## config.mk

```make
export PLATFORM = sky130hd
export DESIGN_NAME = mcyc_ctrl_fsm
export DESIGN_NICKNAME = d
export VERILOG_FILES = /design/src/rtl/mcyc_ctrl_pkg.sv /design/src/rtl/mcyc_ctrl_opclass.sv /design/src/rtl/mcyc_ctrl_next.sv /design/src/rtl/mcyc_ctrl_outdec.sv /design/src/rtl/mcyc_ctrl_fsm.sv
export SDC_FILE = /design/constraint.sdc
export NUM_CORES = 1
export LEC_CHECK = 0
export BUFFER_PORTS_ARGS = -buffer_cell sky130_fd_sc_hd__buf_2
export CAP_MARGIN = 20
export CORE_AREA = 2 2 39 41
export CTS_CLUSTER_SIZE = 14
export DETAILED_ROUTE_END_ITERATION = 8
export DIE_AREA = 0 0 41 43
export PLACE_DENSITY = 0.64
export SKIP_LAST_GASP = 1
export SYNTH_ARGS = -nofsm -noshare
export SYNTH_HDL_FRONTEND = slang
export SYNTH_SLANG_ARGS = --single-unit
```

## constraint.sdc

```tcl
create_clock -name clk -period 1.3 [get_ports clk]
set_input_delay 0.065 -clock clk [delete_from_list [all_inputs] [get_ports clk]]
set_output_delay 0.065 -clock clk [all_outputs]
set_load 0.05 [all_outputs]
```

## src/rtl/mcyc_ctrl_pkg.sv

```systemverilog
package mcyc_ctrl_pkg;

  typedef enum logic [3:0] {
    S_FETCH  = 4'd0,
    S_DECODE = 4'd1,
    S_ADDR   = 4'd2,
    S_LOAD   = 4'd3,
    S_LDWB   = 4'd4,
    S_STORE  = 4'd5,
    S_EXEC   = 4'd6,
    S_RWB    = 4'd7,
    S_BRANCH = 4'd8,
    S_JUMP   = 4'd9
  } st_e;

  typedef enum logic [2:0] {
    C_RTYPE, C_LOAD, C_STORE, C_BEQ, C_JUMP, C_NONE
  } cls_e;

  localparam logic [1:0] ALUB_REG   = 2'd0;
  localparam logic [1:0] ALUB_FOUR  = 2'd1;
  localparam logic [1:0] ALUB_IMM   = 2'd2;
  localparam logic [1:0] ALUB_IMMSH = 2'd3;

  localparam logic [1:0] ALUOP_ADD  = 2'd0;
  localparam logic [1:0] ALUOP_SUB  = 2'd1;
  localparam logic [1:0] ALUOP_FUNC = 2'd2;

  localparam logic [1:0] PCS_ALU    = 2'd0;
  localparam logic [1:0] PCS_OUT    = 2'd1;
  localparam logic [1:0] PCS_JMP    = 2'd2;

  typedef struct packed {
    logic       pc_ld;
    logic       pc_cond;
    logic [1:0] pc_src;
    logic       ir_ld;
    logic       mem_rd;
    logic       mem_wr;
    logic       addr_sel;
    logic       rf_wr;
    logic       rf_dst;
    logic       wb_src;
    logic       alu_a;
    logic [1:0] alu_b;
    logic [1:0] alu_op;
  } ctl_t;

endpackage

```

## src/rtl/mcyc_ctrl_opclass.sv

```systemverilog
module mcyc_ctrl_opclass
  import mcyc_ctrl_pkg::*;
#(
  parameter int              OPW      = 6,
  parameter logic [OPW-1:0]  OP_RTYPE = 6'h00,
  parameter logic [OPW-1:0]  OP_LW    = 6'h23,
  parameter logic [OPW-1:0]  OP_SW    = 6'h2B,
  parameter logic [OPW-1:0]  OP_BEQ   = 6'h04,
  parameter logic [OPW-1:0]  OP_J     = 6'h02
) (
  input  logic [OPW-1:0] opcode,
  output cls_e           cls
);

  always_comb begin
    if (opcode == OP_RTYPE)     cls = C_RTYPE;
    else if (opcode == OP_LW)   cls = C_LOAD;
    else if (opcode == OP_SW)   cls = C_STORE;
    else if (opcode == OP_BEQ)  cls = C_BEQ;
    else if (opcode == OP_J)    cls = C_JUMP;
    else                        cls = C_NONE;
  end

endmodule

```

## src/rtl/mcyc_ctrl_next.sv

```systemverilog
module mcyc_ctrl_next
  import mcyc_ctrl_pkg::*;
(
  input  st_e  cur,
  input  cls_e cls,
  output st_e  nxt
);

  always_comb begin
    nxt = S_FETCH;
    unique case (cur)
      S_FETCH:  nxt = S_DECODE;
      S_DECODE: begin
        unique case (cls)
          C_RTYPE:         nxt = S_EXEC;
          C_LOAD, C_STORE: nxt = S_ADDR;
          C_BEQ:           nxt = S_BRANCH;
          C_JUMP:          nxt = S_JUMP;
          default:         nxt = S_FETCH;
        endcase
      end
      S_ADDR:   nxt = (cls == C_STORE) ? S_STORE : S_LOAD;
      S_LOAD:   nxt = S_LDWB;
      S_EXEC:   nxt = S_RWB;
      default:  nxt = S_FETCH;
    endcase
  end

endmodule

```

## src/rtl/mcyc_ctrl_outdec.sv

```systemverilog
module mcyc_ctrl_outdec
  import mcyc_ctrl_pkg::*;
(
  input  st_e  cur,
  output ctl_t ctl
);

  always_comb begin
    ctl = '0;
    unique case (cur)
      S_FETCH: begin
        ctl.mem_rd = 1'b1;
        ctl.ir_ld  = 1'b1;
        ctl.pc_ld  = 1'b1;
        ctl.pc_src = PCS_ALU;
        ctl.alu_b  = ALUB_FOUR;
        ctl.alu_op = ALUOP_ADD;
      end
      S_DECODE: begin
        ctl.alu_b  = ALUB_IMMSH;
        ctl.alu_op = ALUOP_ADD;
      end
      S_ADDR: begin
        ctl.alu_a  = 1'b1;
        ctl.alu_b  = ALUB_IMM;
        ctl.alu_op = ALUOP_ADD;
      end
      S_LOAD: begin
        ctl.mem_rd   = 1'b1;
        ctl.addr_sel = 1'b1;
      end
      S_LDWB: begin
        ctl.rf_wr  = 1'b1;
        ctl.rf_dst = 1'b0;
        ctl.wb_src = 1'b1;
      end
      S_STORE: begin
        ctl.mem_wr   = 1'b1;
        ctl.addr_sel = 1'b1;
      end
      S_EXEC: begin
        ctl.alu_a  = 1'b1;
        ctl.alu_b  = ALUB_REG;
        ctl.alu_op = ALUOP_FUNC;
      end
      S_RWB: begin
        ctl.rf_wr  = 1'b1;
        ctl.rf_dst = 1'b1;
        ctl.wb_src = 1'b0;
      end
      S_BRANCH: begin
        ctl.alu_a   = 1'b1;
        ctl.alu_b   = ALUB_REG;
        ctl.alu_op  = ALUOP_SUB;
        ctl.pc_cond = 1'b1;
        ctl.pc_src  = PCS_OUT;
      end
      S_JUMP: begin
        ctl.pc_ld  = 1'b1;
        ctl.pc_src = PCS_JMP;
      end
      default: ctl = '0;
    endcase
  end

endmodule

```

## src/rtl/mcyc_ctrl_fsm.sv

```systemverilog
module mcyc_ctrl_fsm
  import mcyc_ctrl_pkg::*;
#(
  parameter int              OPW      = 6,
  parameter logic [OPW-1:0]  OP_RTYPE = 6'h00,
  parameter logic [OPW-1:0]  OP_LW    = 6'h23,
  parameter logic [OPW-1:0]  OP_SW    = 6'h2B,
  parameter logic [OPW-1:0]  OP_BEQ   = 6'h04,
  parameter logic [OPW-1:0]  OP_J     = 6'h02
) (
  input  logic           clk,
  input  logic           rst_n,
  input  logic [OPW-1:0] opcode_i,
  input  logic           alu_zero_i,
  output logic [3:0]     state_o,
  output logic           pc_ld_o,
  output logic [1:0]     pc_src_o,
  output logic           ir_ld_o,
  output logic           mem_rd_o,
  output logic           mem_wr_o,
  output logic           addr_sel_o,
  output logic           rf_wr_o,
  output logic           rf_dst_o,
  output logic           wb_src_o,
  output logic           alu_a_o,
  output logic [1:0]     alu_b_o,
  output logic [1:0]     alu_op_o
);

  st_e  state_q, state_d;
  cls_e cls;
  ctl_t ctl;

  mcyc_ctrl_opclass #(
    .OPW(OPW), .OP_RTYPE(OP_RTYPE), .OP_LW(OP_LW),
    .OP_SW(OP_SW), .OP_BEQ(OP_BEQ), .OP_J(OP_J)
  ) u_opclass (
    .opcode (opcode_i),
    .cls    (cls)
  );

  mcyc_ctrl_next u_next (
    .cur (state_q),
    .cls (cls),
    .nxt (state_d)
  );

  mcyc_ctrl_outdec u_outdec (
    .cur (state_q),
    .ctl (ctl)
  );

  always_ff @(posedge clk) begin
    if (!rst_n) state_q <= S_FETCH;
    else        state_q <= state_d;
  end

  assign state_o    = state_q;
  assign pc_ld_o    = ctl.pc_ld | (ctl.pc_cond & alu_zero_i);
  assign pc_src_o   = ctl.pc_src;
  assign ir_ld_o    = ctl.ir_ld;
  assign mem_rd_o   = ctl.mem_rd;
  assign mem_wr_o   = ctl.mem_wr;
  assign addr_sel_o = ctl.addr_sel;
  assign rf_wr_o    = ctl.rf_wr;
  assign rf_dst_o   = ctl.rf_dst;
  assign wb_src_o   = ctl.wb_src;
  assign alu_a_o    = ctl.alu_a;
  assign alu_b_o    = ctl.alu_b;
  assign alu_op_o   = ctl.alu_op;

  AST_FETCH_TO_DECODE: assert property (@(posedge clk) disable iff (!rst_n)
    (state_q == S_FETCH) |=> (state_q == S_DECODE));
  AST_DECODE_LW: assert property (@(posedge clk) disable iff (!rst_n)
    (state_q == S_DECODE && opcode_i == OP_LW) |=> (state_q == S_ADDR));
  AST_ADDR_SPLIT: assert property (@(posedge clk) disable iff (!rst_n)
    (state_q == S_ADDR) |=> (state_q == S_LOAD || state_q == S_STORE));
  AST_LOAD_CHAIN: assert property (@(posedge clk) disable iff (!rst_n)
    (state_q == S_LOAD) |=> (state_q == S_LDWB && rf_wr_o && wb_src_o));
  AST_STORE_RET: assert property (@(posedge clk) disable iff (!rst_n)
    (state_q == S_STORE) |=> (state_q == S_FETCH));
  AST_EXEC_CHAIN: assert property (@(posedge clk) disable iff (!rst_n)
    (state_q == S_EXEC) |=> (state_q == S_RWB && rf_dst_o));
  AST_BRANCH_RET: assert property (@(posedge clk) disable iff (!rst_n)
    (state_q == S_BRANCH) |=> (state_q == S_FETCH));
  AST_JUMP_RET: assert property (@(posedge clk) disable iff (!rst_n)
    (state_q == S_JUMP) |=> (state_q == S_FETCH && ir_ld_o));
  AST_BAD_OP_RET: assert property (@(posedge clk) disable iff (!rst_n)
    (state_q == S_DECODE && cls == C_NONE) |=> (state_q == S_FETCH));
  AST_RFWR_STATES: assert property (@(posedge clk) disable iff (!rst_n)
    rf_wr_o |-> (state_q == S_LDWB || state_q == S_RWB));
  AST_MEMWR_STATE: assert property (@(posedge clk) disable iff (!rst_n)
    mem_wr_o |-> (state_q == S_STORE && !mem_rd_o));

endmodule

```

==> results <==
- The post-detailed-route via-to-cell ratio is 5.15.
- Along the worst path, the maximum fanout reaches 10.
- The tool flagged a number of max-cap violations equal to 0.
- The number of setup violations in the final report is 3.
- Of the available clock period, the critical path in the final layout requires 103%.
- In this run the vertical extent of the chip is 43 um.
- The starting utilization of the core area is 30.9%.
- The static power due to leakage is 0.000413 uW.
- The count of warnings emitted by yosys is 0.
- The cell taking the most area after synthesis is sky130_fd_sc_hd__dfxtp_1.
- In this run the tightest slew margin relative to its limit is 75.7%.
- The worst setup path is of the flop to output port kind.
- The power per cell area is 562 nW/um2.
- The cell count after placement is 107.
- The via count of the first global-routing pass came to 533.
- The count of nets left with antenna violations once routing finished came out at 0.
- The top cell types in the final layout, fill and taps aside, are sky130_fd_sc_hd__buf_4, sky130_fd_sc_hd__buf_2, sky130_fd_sc_hd__buf_6.
- Before antenna repair, the detailed router went through 4 iterations.
- The mean instance size in the synthesized netlist is 7.13 um2.
- The H-tree depth is 1.
- The worst-case vdd ir drop is 0.457 mV.
- In the final timing run, aggregate negative setup slack is -86.0 ps.
- The number of antenna diodes in the final layout is 0.
- The checks that failed: negative setup slack.
- The number of nets in the final layout is 113.
- The distinct cell type count after synthesis is 27.
- STA classifies the critical path startpoint as a flop.
- In this run the worst hold path is classified as input port to flop.
- The routed layout has 613 vias.
- The worst-skew pair later-pin latency is 240 ps.
- Ranked by total cell area, the synthesized netlist is headed by sky130_fd_sc_hd__dfxtp_1, sky130_fd_sc_hd__nor3_1, sky130_fd_sc_hd__nand2b_1, sky130_fd_sc_hd__nor2_1, sky130_fd_sc_hd__nor2b_1.
- Clock-pin slew was measured on the worst setup and hold paths at 50 ps.
- The cell count after synthesis is 60.
- The highest clock frequency the design can meet is 0.748 GHz.
- The category of the worst setup path capture point is an output port.
- The total count of hold-check failures in the final report is 0.
- The detailed-placement wirelength estimate is 1090 um.
- The post-layout instance count excluding filler cells is 119.
- The initial antenna violation count is 0.
- The count of state elements after synthesis is 4.
- The full die area is 1760 um2.
- The average wire length per cell after detail routing is 12.3 um.
- The synthesized net count is 69.
- The number of flops mapped to enable cells by yosys is 0.
- In the final layout, the multi-input gates occupy 508 um2.
- The final period demand of the worst path is 1340 ps.
- The iteration-0 DRC count of the detailed router is 11.
- The sequential cells in the finished layout cover a total of 95.1 um2.
- The arrival time at the worst endpoint is 1270 ps.
- The cell area that synthesis handed to floorplanning was 428 um2.
- Counting flops with an async set or reset pin after synthesis yields a share of 0%.
- The floorplan step defined a core boundary enclosing 1380 um2.
- The most common cell after layout, fill and taps aside is sky130_fd_sc_hd__buf_4.
- The routability congestion estimate from global placement is 0.787.
- The worst slack on hold paths is 93.3 ps.
- In the final layout, the share of cells above drive strength 1 is 71.8%.
- The floorplan die width is 41 um.
- Sequential elements use 18.7% of the synthesized area.
- The completed layout was analyzed and its total power is 557 uW.
- The flip-flop count of the largest register, all copies and words added is 4.
- The total detailed-routing wirelength is 1460 um.
- The longest clock path from root to sink contains 2 buffers.
- In this run the count of I/O pins placed on the die edge is 28.
- The filler cells instantiated in the layout total 110.
- For this run, the leading register cell type out of synthesis is sky130_fd_sc_hd__dfxtp_1.
- The floorplan has 14 rows.
- The cell sitting at the root of the clock tree is a sky130_fd_sc_hd__clkbuf_4.
- The synthesis-to-layout area growth is 132%.
- Clock tree synthesis found a total of 4 sinks.
- Setup repair after global routing could not meet its margin everywhere.
- The number of pins with negative max-slew slack in the final report is 0.
- The first-pass GRT wire length is 2350 um.
- Entering global routing, the biggest net connects 11 pins.
- The run finished, with violations left.
- The data required time at the worst endpoint is 1240 ps.
- The overall routing resource usage is 19.3%.
- In the routed design, unresolved DRC markers number 0.
- In this run the biggest area consumer among cell types represents 18.7% of the synthesized area.
- Counting the buffers created by CTS gives 3.
- The clock arrives with 9.77 ps of skew.
- Buffers placed on the I/O ports in this run total 27.
- Once routing completed, OpenROAD measured the worst setup slack at -36.6 ps.
- TritonCTS built the clock tree.
- The total overflow left after global routing is 0.
- For the pin with the worst max-slew slack, the measured transition is 361 ps.
[worst max-delay path, cell delays in order, from the launching register on]
cell                      delay [ps]
sky130_fd_sc_hd__dfxtp_4         390
sky130_fd_sc_hd__buf_4           180
sky130_fd_sc_hd__nor4_4          260
sky130_fd_sc_hd__buf_6           190
[cell type report]
cell class	instances	share of cell area, %
clock buffers	4	2.65
inverters	1	0.379
multi-input cells	51	51.3
flip-flops and latches	4	9.60
well taps	16	2.02
repair buffers	43	34.1
[layer usage]
layer,track usage (%),wire (um),up-vias
met1,25.5,634,275
met2,30.6,733,25
met3,1.57,63,4
met4,8.00,30,0
met5,0,0,-
li1,-,-,309
[path summary, 6_finish.rpt]
kind / start / end / slack (ps) / depth (start not counted)
max: state_o[3] / ir_ld_o / -40 / 3
min: rst_n / state_o[3] / 90 / 3
max reg2reg: state_o[1] / state_o[0] / 50 / 5
min reg2reg: state_o[1] / state_o[2] / 670 / 3
[Yosys cell counts, types with 2 or more instances]
library cell / count
sky130_fd_sc_hd__nand2_1: 3
sky130_fd_sc_hd__nor4_1: 2
sky130_fd_sc_hd__nor2_1: 9
sky130_fd_sc_hd__nor3_1: 8
sky130_fd_sc_hd__nand2b_1: 6
sky130_fd_sc_hd__nor2b_1: 3
sky130_fd_sc_hd__nand4b_1: 2
sky130_fd_sc_hd__buf_2: 3
sky130_fd_sc_hd__dfxtp_1: 4
sky130_fd_sc_hd__a21oi_1: 3
[repair_timing]
action / CTS / global route
buffers inserted: 4 / 4
pin swaps: 4 / 2
setup endpoints to repair: 14 / 12
gates resized for setup: 32 / 5
hold buffers: 0 / 0
[stage by stage]
stage                     util [%]  cell area (um2)  worst slack (ps)
after floorplan                  -              617              -142
after global placement        57.3              793              81.1
after detailed placement      57.3              793              68.5
after CTS                     68.4              946             -38.2
after global routing          71.6              991             -84.0
final                         71.6              991             -36.6
[logic make-up (layout without fill, tap and decap cells)]
kind of cell    Yosys count  in the layout  synth area share, %
simple gates             37             37                 50.3
compound gates           12             12                 19.3
buf+inv                   5             48                 7.02
flops                     4              4                 18.7
xor+xnor                  1              1                 2.05
mux                       1              1                 2.63
[where the power goes]
group | leakage (uW) | total (uW) | internal, uW | switching (uW)
Sequential | 0.0000355 | 131 | 121 | 9.30
Combinational | 0.000363 | 250 | 101 | 148
Clock | 0.0000150 | 177 | 116 | 61.0
Note: power is estimated with default switching activity, not from simulation.
